--- config.mk ---
export PLATFORM = sky130hd
export DESIGN_NAME = dma_chan_start_ctl
export DESIGN_NICKNAME = d
export VERILOG_FILES = /design/src/rtl/dmastart_pkg.sv /design/src/rtl/dmastart_regs.sv /design/src/rtl/dmastart_fsm.sv /design/src/rtl/dmastart_irq.sv /design/src/rtl/dma_chan_start_ctl.sv
export SDC_FILE = /design/constraint.sdc
export NUM_CORES = 1
export LEC_CHECK = 0
export BUFFER_PORTS_ARGS = -buffer_cell sky130_fd_sc_hd__buf_2
export CAP_MARGIN = 10
export CORE_MARGIN = 2
export CORE_UTILIZATION = 30
export DETAILED_ROUTE_END_ITERATION = 6
export GPL_ROUTABILITY_DRIVEN = 0
export PLACE_DENSITY = 0.54
export SLEW_MARGIN = 20
export SYNTH_ARGS = -nofsm -noshare
export SYNTH_HDL_FRONTEND = slang
export SYNTH_SLANG_ARGS = --single-unit
--- constraint.sdc ---
create_clock -name clk -period 4.7 [get_ports clk]
set_input_delay 0.235 -clock clk [delete_from_list [all_inputs] [get_ports clk]]
set_output_delay 0.235 -clock clk [all_outputs]
set_load 0.05 [all_outputs]
--- src/rtl/dmastart_pkg.sv ---
package dmastart_pkg;
  localparam int OFF_CTRL   = 0;
  localparam int OFF_CMD    = 1;
  localparam int OFF_STATUS = 2;
  localparam int OFF_NDLO   = 3;
  localparam int OFF_NDHI   = 4;

  localparam int CTRL_EN    = 0;
  localparam int CTRL_ALT   = 1;
  localparam int CTRL_IRQEN = 2;

  localparam int CMD_START  = 0;
  localparam int CMD_SUSP   = 1;
  localparam int CMD_RESUME = 2;
  localparam int CMD_STOP   = 3;

  localparam int ST_ACT_B   = 0;
  localparam int ST_DONE_B  = 1;
  localparam int ST_ERR_B   = 2;
  localparam int ST_SUSP_B  = 3;

  typedef enum logic [2:0] {
    S_IDLE   = 3'd0,
    S_FETCH  = 3'd1,
    S_ACTIVE = 3'd2,
    S_SUSP   = 3'd3,
    S_DONE   = 3'd4
  } chan_state_e;
endpackage

--- src/rtl/dmastart_regs.sv ---
module dmastart_regs
  import dmastart_pkg::*;
#(
  parameter int REG_AW  = 3,
  parameter int DATA_W  = 32,
  parameter int DESC_AW = 64
) (
  input  logic               clk,
  input  logic               rst,
  input  logic               wr_en,
  input  logic [REG_AW-1:0]  wr_addr,
  input  logic [DATA_W-1:0]  wr_data,
  input  logic [REG_AW-1:0]  rd_addr,
  output logic [DATA_W-1:0]  rd_data,
  input  logic               active,
  input  logic               suspended,
  input  logic               done,
  output logic               ctrl_en,
  output logic               ctrl_alt,
  output logic               ctrl_irq_en,
  output logic               err_q,
  output logic               cmd_start,
  output logic               cmd_susp,
  output logic               cmd_resume,
  output logic               cmd_stop,
  output logic               done_clr,
  output logic [DESC_AW-1:0] desc_addr
);
  localparam int HI_W = DESC_AW - DATA_W;

  logic [DATA_W-1:0] nd_lo;
  logic [HI_W-1:0]   nd_hi;
  logic              sel_ctrl, sel_cmd, sel_stat, sel_lo, sel_hi;
  logic              nd_touch;
  logic [DATA_W-1:0] stat_word;

  assign sel_ctrl = wr_en && (wr_addr == REG_AW'(OFF_CTRL));
  assign sel_cmd  = wr_en && (wr_addr == REG_AW'(OFF_CMD));
  assign sel_stat = wr_en && (wr_addr == REG_AW'(OFF_STATUS));
  assign sel_lo   = wr_en && (wr_addr == REG_AW'(OFF_NDLO));
  assign sel_hi   = wr_en && (wr_addr == REG_AW'(OFF_NDHI));
  assign nd_touch = sel_lo || sel_hi;

  assign cmd_start  = sel_cmd && wr_data[CMD_START];
  assign cmd_susp   = sel_cmd && wr_data[CMD_SUSP];
  assign cmd_resume = sel_cmd && wr_data[CMD_RESUME];
  assign cmd_stop   = sel_cmd && wr_data[CMD_STOP];
  assign done_clr   = sel_stat && wr_data[ST_DONE_B];

  assign desc_addr = {nd_hi, nd_lo};

  always_ff @(posedge clk) begin
    if (rst) begin
      ctrl_en     <= 1'b0;
      ctrl_alt    <= 1'b0;
      ctrl_irq_en <= 1'b0;
      nd_lo       <= '0;
      nd_hi       <= '0;
      err_q       <= 1'b0;
    end else begin
      if (sel_ctrl) begin
        ctrl_en     <= wr_data[CTRL_EN];
        ctrl_alt    <= wr_data[CTRL_ALT];
        ctrl_irq_en <= wr_data[CTRL_IRQEN];
      end
      if (sel_lo && !active) nd_lo <= wr_data;
      if (sel_hi && !active) nd_hi <= wr_data[HI_W-1:0];
      if (nd_touch && active)
        err_q <= 1'b1;
      else if (sel_stat && wr_data[ST_ERR_B])
        err_q <= 1'b0;
    end
  end

  always_comb begin
    stat_word            = '0;
    stat_word[ST_ACT_B]  = active;
    stat_word[ST_DONE_B] = done;
    stat_word[ST_ERR_B]  = err_q;
    stat_word[ST_SUSP_B] = suspended;
  end

  always_ff @(posedge clk) begin
    if (rst) begin
      rd_data <= '0;
    end else begin
      rd_data <= '0;
      case (rd_addr)
        REG_AW'(OFF_CTRL): begin
          rd_data[CTRL_EN]    <= ctrl_en;
          rd_data[CTRL_ALT]   <= ctrl_alt;
          rd_data[CTRL_IRQEN] <= ctrl_irq_en;
        end
        REG_AW'(OFF_STATUS): rd_data <= stat_word;
        REG_AW'(OFF_NDLO):   rd_data <= nd_lo;
        REG_AW'(OFF_NDHI):   rd_data <= DATA_W'(nd_hi);
        default:             rd_data <= '0;
      endcase
    end
  end
endmodule

--- src/rtl/dmastart_fsm.sv ---
module dmastart_fsm
  import dmastart_pkg::*;
(
  input  logic clk,
  input  logic rst,
  input  logic ctrl_en,
  input  logic ctrl_alt,
  input  logic cmd_start,
  input  logic cmd_susp,
  input  logic cmd_resume,
  input  logic cmd_stop,
  input  logic fetch_ack,
  input  logic chain_end,
  output logic fetch_req,
  output logic chan_run,
  output logic active,
  output logic suspended,
  output logic done_set
);
  chan_state_e state_q, state_n;
  logic        start_ok;

  assign active    = (state_q == S_FETCH) || (state_q == S_ACTIVE) || (state_q == S_SUSP);
  assign start_ok  = cmd_start && ctrl_en && !ctrl_alt && !active;
  assign fetch_req = (state_q == S_FETCH);
  assign chan_run  = (state_q == S_ACTIVE);
  assign suspended = (state_q == S_SUSP);
  assign done_set  = (state_q == S_ACTIVE) && chain_end && !cmd_stop;

  always_comb begin
    state_n = state_q;
    case (state_q)
      S_IDLE:   if (start_ok) state_n = S_FETCH;
      S_FETCH: begin
        if (cmd_stop)       state_n = S_IDLE;
        else if (fetch_ack) state_n = S_ACTIVE;
      end
      S_ACTIVE: begin
        if (cmd_stop)       state_n = S_IDLE;
        else if (chain_end) state_n = S_DONE;
        else if (cmd_susp)  state_n = S_SUSP;
      end
      S_SUSP: begin
        if (cmd_stop)        state_n = S_IDLE;
        else if (cmd_resume) state_n = S_ACTIVE;
      end
      S_DONE:   state_n = start_ok ? S_FETCH : S_IDLE;
      default:  state_n = S_IDLE;
    endcase
  end

  always_ff @(posedge clk) begin
    if (rst) state_q <= S_IDLE;
    else     state_q <= state_n;
  end
endmodule

--- src/rtl/dmastart_irq.sv ---
module dmastart_irq (
  input  logic clk,
  input  logic rst,
  input  logic done_set,
  input  logic done_clr,
  input  logic irq_en,
  output logic done_q,
  output logic irq_q
);
  logic done_n;

  assign done_n = done_set || (done_q && !done_clr);

  always_ff @(posedge clk) begin
    if (rst) begin
      done_q <= 1'b0;
      irq_q  <= 1'b0;
    end else begin
      done_q <= done_n;
      irq_q  <= done_n && irq_en;
    end
  end
endmodule

--- src/rtl/dma_chan_start_ctl.sv ---
module dma_chan_start_ctl #(
  parameter int REG_AW  = 3,
  parameter int DATA_W  = 32,
  parameter int DESC_AW = 64
) (
  input  logic               clk,
  input  logic               rst,
  input  logic               wr_en,
  input  logic [REG_AW-1:0]  wr_addr,
  input  logic [DATA_W-1:0]  wr_data,
  input  logic [REG_AW-1:0]  rd_addr,
  output logic [DATA_W-1:0]  rd_data,
  output logic               fetch_req,
  output logic [DESC_AW-1:0] fetch_addr,
  input  logic               fetch_ack,
  input  logic               chain_end,
  output logic               chan_run,
  output logic               irq
);
  logic ctrl_en, ctrl_alt, ctrl_irq_en, err_q;
  logic cmd_start, cmd_susp, cmd_resume, cmd_stop, done_clr;
  logic active, suspended, done_set, done_q;

  dmastart_regs #(.REG_AW(REG_AW), .DATA_W(DATA_W), .DESC_AW(DESC_AW)) u_regs (
    .clk(clk), .rst(rst),
    .wr_en(wr_en), .wr_addr(wr_addr), .wr_data(wr_data),
    .rd_addr(rd_addr), .rd_data(rd_data),
    .active(active), .suspended(suspended), .done(done_q),
    .ctrl_en(ctrl_en), .ctrl_alt(ctrl_alt), .ctrl_irq_en(ctrl_irq_en), .err_q(err_q),
    .cmd_start(cmd_start), .cmd_susp(cmd_susp), .cmd_resume(cmd_resume), .cmd_stop(cmd_stop),
    .done_clr(done_clr), .desc_addr(fetch_addr)
  );

  dmastart_fsm u_fsm (
    .clk(clk), .rst(rst),
    .ctrl_en(ctrl_en), .ctrl_alt(ctrl_alt),
    .cmd_start(cmd_start), .cmd_susp(cmd_susp), .cmd_resume(cmd_resume), .cmd_stop(cmd_stop),
    .fetch_ack(fetch_ack), .chain_end(chain_end),
    .fetch_req(fetch_req), .chan_run(chan_run), .active(active),
    .suspended(suspended), .done_set(done_set)
  );

  dmastart_irq u_irq (
    .clk(clk), .rst(rst),
    .done_set(done_set), .done_clr(done_clr), .irq_en(ctrl_irq_en),
    .done_q(done_q), .irq_q(irq)
  );
endmodule

==> results of run 1 <==
cell families after synthesis:
| group | after synthesis | share of synthesized area [%] |
|---|---|---|
| AND/OR/NAND/NOR | 204 | 22.2 |
| buffers and inverters | 37 | 4.38 |
| multiplexers | 5 | 1.29 |
| AO/OA/AOI/OAI | 114 | 18.1 |
| flip-flops | 105 | 54.1 |
where the power goes:
group	switching, uW	leakage (uW)	internal (uW)	total, uW
clock	323	0.000162	494	817
combinational	148	0.00108	53.2	201
sequential	17.3	0.000848	908	925
cells in the final DEF (no fill, tap or decap), types with 3 or more instances in the layout:
master     netlist  layout
a22oi_1         28      28
nor2_1          41      41
buf_4            0       7
nor2b_1          3       3
and2_1           2       3
dfxtp_1        105     105
nand2b_1         3       3
nand4_1          3       3
nor3_1           6       6
clkbuf_16        0       9
buf_2           19     141
nand2_1        132     132
a21oi_1         69      69
mux2i_1          5       5
a221oi_1         3       3
metal layers:
layer | share of wire (%) | global-route usage [%] | vias to the layer above
li1 | - | - | 1813
met1 | 44 | 21.6 | 1712
met2 | 48 | 26.6 | 116
met3 | 6.4 | 4.46 | 16
met4 | 1.6 | 5.95 | 0
met5 | 0 | 0 | -
stage by stage:
| step | setup WS, ns | hold WS [ns] |
|---|---|---|
| finish | 2.80 | 0.140 |
| global route | 2.62 | 0.135 |
| CTS | 2.80 | 0.127 |
| detailed placement | 2.76 | 0.458 |
| global placement | 2.82 | 0.458 |
| floorplan | 2.35 | 0.371 |
sequential cells by signal (all words and copies together), names as in the netlist:
| signal | count |
|---|---|
| u_irq.irq_q | 1 |
| u_regs.ctrl_alt | 1 |
| u_irq.done_q | 1 |
| u_regs.ctrl_irq_en | 1 |
| u_regs.nd_hi | 32 |
| u_regs.err_q | 1 |
| u_regs.nd_lo | 32 |
| u_regs.rd_data | 32 |
| u_fsm.state_q | 3 |
| u_regs.ctrl_en | 1 |
critical path, delay by kind of cell (launching register included):
family | cells | cell delay [ns]
AO/OA/AOI/OAI | 2 | 1.02
flip-flops | 1 | 0.52
AND/OR/NAND/NOR | 2 | 0.26
final cells by class:
type / count / area (um^2)
fill: 1374 / 7570
sequential: 105 / 2100
multi-input combinational: 323 / 1640
timing repair buffer: 148 / 758
clock buffer: 11 / 253
tap: 172 / 215
clock inverter: 5 / 77.6
inverter: 1 / 3.75
antenna: 1 / 2.50
worst max-delay path by stage:
stage,start,to,slack (ns),cells after the start
5_1_grt,u_fsm.state_q[1],u_regs.nd_lo[31],2.62,4
2_1_floorplan,u_fsm.state_q[1],u_fsm.state_q[0],2.35,4
3_3_place_gp,rd_addr[1],u_regs.rd_data[29],2.82,6
6_report,u_fsm.state_q[1],u_regs.nd_lo[20],2.80,4
4_1_cts,u_fsm.state_q[1],u_regs.nd_lo[20],2.80,4
3_5_place_dp,rd_addr[1],u_regs.rd_data[1],2.76,6
==> impl_metrics.toml, run 1 <==
[finish]
fin_cells = 766
drive_gt1_share_pct = 29.5
final_util_pct = 40.0
final_area_um2 = 5050
finalNetCount = 631
synthToLayoutAreaGrowth_pct = 30.0

[sta]
period_needed_ns = 1.90
worst_pin_slew_ns = 1.05
finalHoldViolCount = 0
fmax_ghz = 0.527
tns_ns = 0
slew-limit-headroom_pct = 30.0
rsz0062_at_grt = "false"
skew_ns = 0.00624
setup-violations-final = 0
drv_slew = 0
fin_crit_sh_pct = 40.4

[clocking]
postCtsSetupRepairBufs = 0
clk_latency_ns = 0.34
cts_resized = 0
clock_sinks = 105
numCtsBuffers = 9
clkTransAtPathRegs_ns = 0.07
hold_buffers = 0
cts_tree = "built"
cts_buffer_depth = 2
h-tree-depth = 3
clockRootBuffer = "clkbuf_16"

[job]
max_cap_violations = 0

[drt]
drt_iter0_markers = 175
dr.pass1.iters = 5
viasPerCell = 4.77
ant_nets = 0
route.vias.total = 3657
drc = 0
post_drt_wl_per_cell_um = 15.2
totalWireLength_um = 11600

[worst_setup_path]
cp-end-kind = "flip-flop"
crit_fanout = 32
cp_data_arrival_time_ns = 2.16
reg2reg_to = "u_regs.nd_lo[20]"
cpMaxStageDelayCell = "o2111ai_4"
r2r.worst_path.cells = 4
crit_path_cell_trace = "nor2_2, o2111ai_4, nand2_1, a21oi_1"
reg2reg_slack_ns = 2.80
cp.required_ns = 4.96
cpPeakStageDelay_ns = 0.84
critPathKind = "flip-flop to flip-flop"
rr_startpoint = "u_fsm.state_q[1]"
start_kind = "flip-flop"

[die]
num_io_pins = 142
fp.dieW_um = 118
dieArea_um2 = 13900
fp.dieH_um = 118
placementRows = 41
start_util_pct = 30.8
fp.coreArea_um2 = 12600

[global_routing]
grt_usage_pct = 16.6
grt_overflow = 0
antenna_found_initial = 1
first_global_vias = 3478
grt_first_pass_wirelength_um = 18400
grt_max_degree = 75

[synth]
synth_edf_count = 0
synth_ff_type = "dfxtp_1"
synth_common_cells = "132 x nand2_1, 105 x dfxtp_1, 69 x a21oi_1, 41 x nor2_1, 28 x a22oi_1"
synth_cells = 465
synth_cell_types = 38
synthArstFlopShare_pct = 0
yosysTopAreaCell = "dfxtp_1"
synth_most_common_cell = "nand2_1"
synth_top_area_share_pct = 54.1
ys_top_cells_by_area = "dfxtp_1 54%, nand2_1 13%, a21oi_1 8.9%"
synth_area_um2 = 3890
seq_area_frac_synth_pct = 54.1
syn_area_per_cell_um2 = 8.36
synth-seq-cells = 105
ys_warn_count = 0
synth_fp_nets = 508

[status]
run_status = "finished, final reports clean"

[pwr]
power_uw = 1940
p_per_area_nw_per_um2 = 385
power.leakage_uw = 0.00209
peakVddDrop_v = 0.000179

[placement]
hpwl_um = 7790
port_buffers = 141
place_area_um2 = 4720
dp_cells = 749

[worst_hold_path]
min_path_cells = 3
hold_path.class = "input port to flip-flop"
hp-start = "wr_data[29]"
min_to = "u_regs.nd_lo[29]"
(Power assumes the default switching activity.)
==> inputs of run 2 (changes only) <==
Clock period 4.7 ns to 1.95 ns, I/O delays scaled along.
==> impl_metrics.toml, run 2 (synthesis gave the netlist of run 1 again) <==
[pwr]
power.leakage_uw = 0.00224
power_uw = 4620
peakVddDrop_v = 0.000392
p_per_area_nw_per_um2 = 858

[die]
dieArea_um2 = 13900
fp.dieH_um = 118
fp.dieW_um = 118
placementRows = 41
start_util_pct = 30.8
num_io_pins = 142
fp.coreArea_um2 = 12600

[drt]
post_drt_wl_per_cell_um = 14.8
drt_iter0_markers = 221
wl_met2_um = 5530
met3WireLength_um = 689
viasPerCell = 4.78
route.vias.total = 3846
dr.pass1.iters = 4
highest_layer = "met4"
drc = 0
ant_nets = 0
m1WireLength_um = 5550
totalWireLength_um = 11900

[clocking]
clk_latency_ns = 0.35
clockRootBuffer = "clkbuf_16"
h-tree-depth = 3
clkTransAtPathRegs_ns = 0.07
cts_resized = 0
numCtsBuffers = 9
clock_sinks = 105
cts_buffer_depth = 2
cts_tree = "built"

[finish]
drive_gt1_share_pct = 29.6
mostFrequentLayoutCell = "buf_2"
reg_top3 = "u_regs.nd_hi: 32 flops, u_regs.nd_lo: 32 flops, u_regs.rd_data: 32 flops"
final_cell_mix = "141 x buf_2, 132 x nand2_1, 105 x dfxtp_1, 69 x a21oi_1, 41 x nor2_1"
finalNetCount = 670
nFillCells = 1293
synthToLayoutAreaGrowth_pct = 38.5
antenna_cells = 0

[worst_setup_path]
cpMaxStageDelayCell = "or3_1"
cp_data_arrival_time_ns = 1.90
cp.required_ns = 2.18
cpPeakStageDelay_ns = 0.41
crit_path_cell_trace = "nor2_2, nor2_2, or3_1, buf_4, nand2_1, a21oi_1"
crit_fanout = 18
start_kind = "flip-flop"
critPathKind = "flip-flop to flip-flop"
critPathTopFamily = "simple AND/OR/NAND/NOR gates"
cp-end-kind = "flip-flop"
path_buf_inv = 1
cpMostUsedCell = "nor2_2"

[sta]
finalHoldViolCount = 0
slew-limit-headroom_pct = 59.4
rsz0062_at_grt = "false"
worst_pin_slew_ns = 0.605
setup-violations-final = 0
fin_crit_sh_pct = 85.7
tns_ns = 0
fin_ws_ns = 0.278
drv_slew = 0
skew_ns = 0.00495
period_needed_ns = 1.67
fmax_ghz = 0.598

[placement]
port_buffers = 141
hpwl_um = 8110
pre_cts_slack_ns = 0.296

[global_routing]
grt_first_pass_wirelength_um = 19100
antenna_found_initial = 0
grt_usage_pct = 17.1
first_global_vias = 3724
grt_overflow = 0
grt_max_degree = 32

[worst_hold_path]
hold_path.class = "input port to flip-flop"

[status]
run_status = "finished, final reports clean"

[job]
max_cap_violations = 0
[run 2: changes by cell type in the layout (fill, tap and decap cells not counted)]
cell / before / now
nor3b_1: 1 / 0
nor3b_2: 0 / 1
buf_4: 7 / 19
bufinv_16: 2 / 1
dlygate4sd3_1: 0 / 27
clkbuf_8: 2 / 1
diode_2: 1 / 0
clkbuf_1: 0 / 1
clkinvlp_4: 1 / 2
[run 2: timing repair]
action / 4_1_cts / 5_1_grt
setup buffers: 0 / 0
endpoints found under the hold margin: 51 / 0
hold buffers: 27 / 0
[run 2: cell type report]
cell class | instances | area [um^2] | area share [%]
Sequential cell | 105 | 2100 | 39.0
Tap cell | 172 | 215 | 4.00
Timing Repair Buffer | 187 | 1120 | 20.8
Multi-Input combinational cell | 323 | 1650 | 30.6
Clock inverter | 5 | 55.1 | 1.02
Inverter | 1 | 3.75 | 0.0697
Clock buffer | 11 | 243 | 4.51
[run 2: final timing paths]
check | startpoint | endpoint | slack, ns | cells after the start
worst max-delay path | u_fsm.state_q[0] | u_regs.nd_hi[17] | 0.28 | 6
worst max register to register | u_fsm.state_q[0] | u_regs.nd_hi[17] | 0.28 | 6
worst min-delay path | wr_data[22] | u_regs.nd_hi[22] | 0.02 | 3
worst min register to register | u_regs.nd_lo[24] | u_regs.nd_lo[24] | 0.47 | 2
[run 2: per-layer routing]
metal	vias to the layer above	GRT usage (%)
li1	1886	-
met1	1817	22.2
met2	130	27.6
met3	13	4.65
met4	0	5.42
met5	-	0
[run 2: stage by stage]
step	hold WS [ns]	utilization, %	cell area [um^2]	instances
floorplan	0.234	-	3890	465
global placement	0.350	38.2	4820	761
detailed placement	0.356	38.2	4820	761
CTS	0.00442	42.7	5380	804
global route	0.0162	42.7	5380	804
finish	0.0154	42.7	5380	804
[run 2: worst reg2reg max path, delay by kind of cell (launching register included)]
family,cells,cell delay [ns]
AOI/OAI and AO/OA,1,0.06
DFF,1,0.39
and+or+nand+nor,4,0.89
buffers and inverters,1,0.21
[run 2: report_power, final]
part	internal (uW)	leakage (uW)	switching, uW
sequential	2190	0.000848	39.5
combinational	175	0.00125	373
clock	1030	0.000142	814
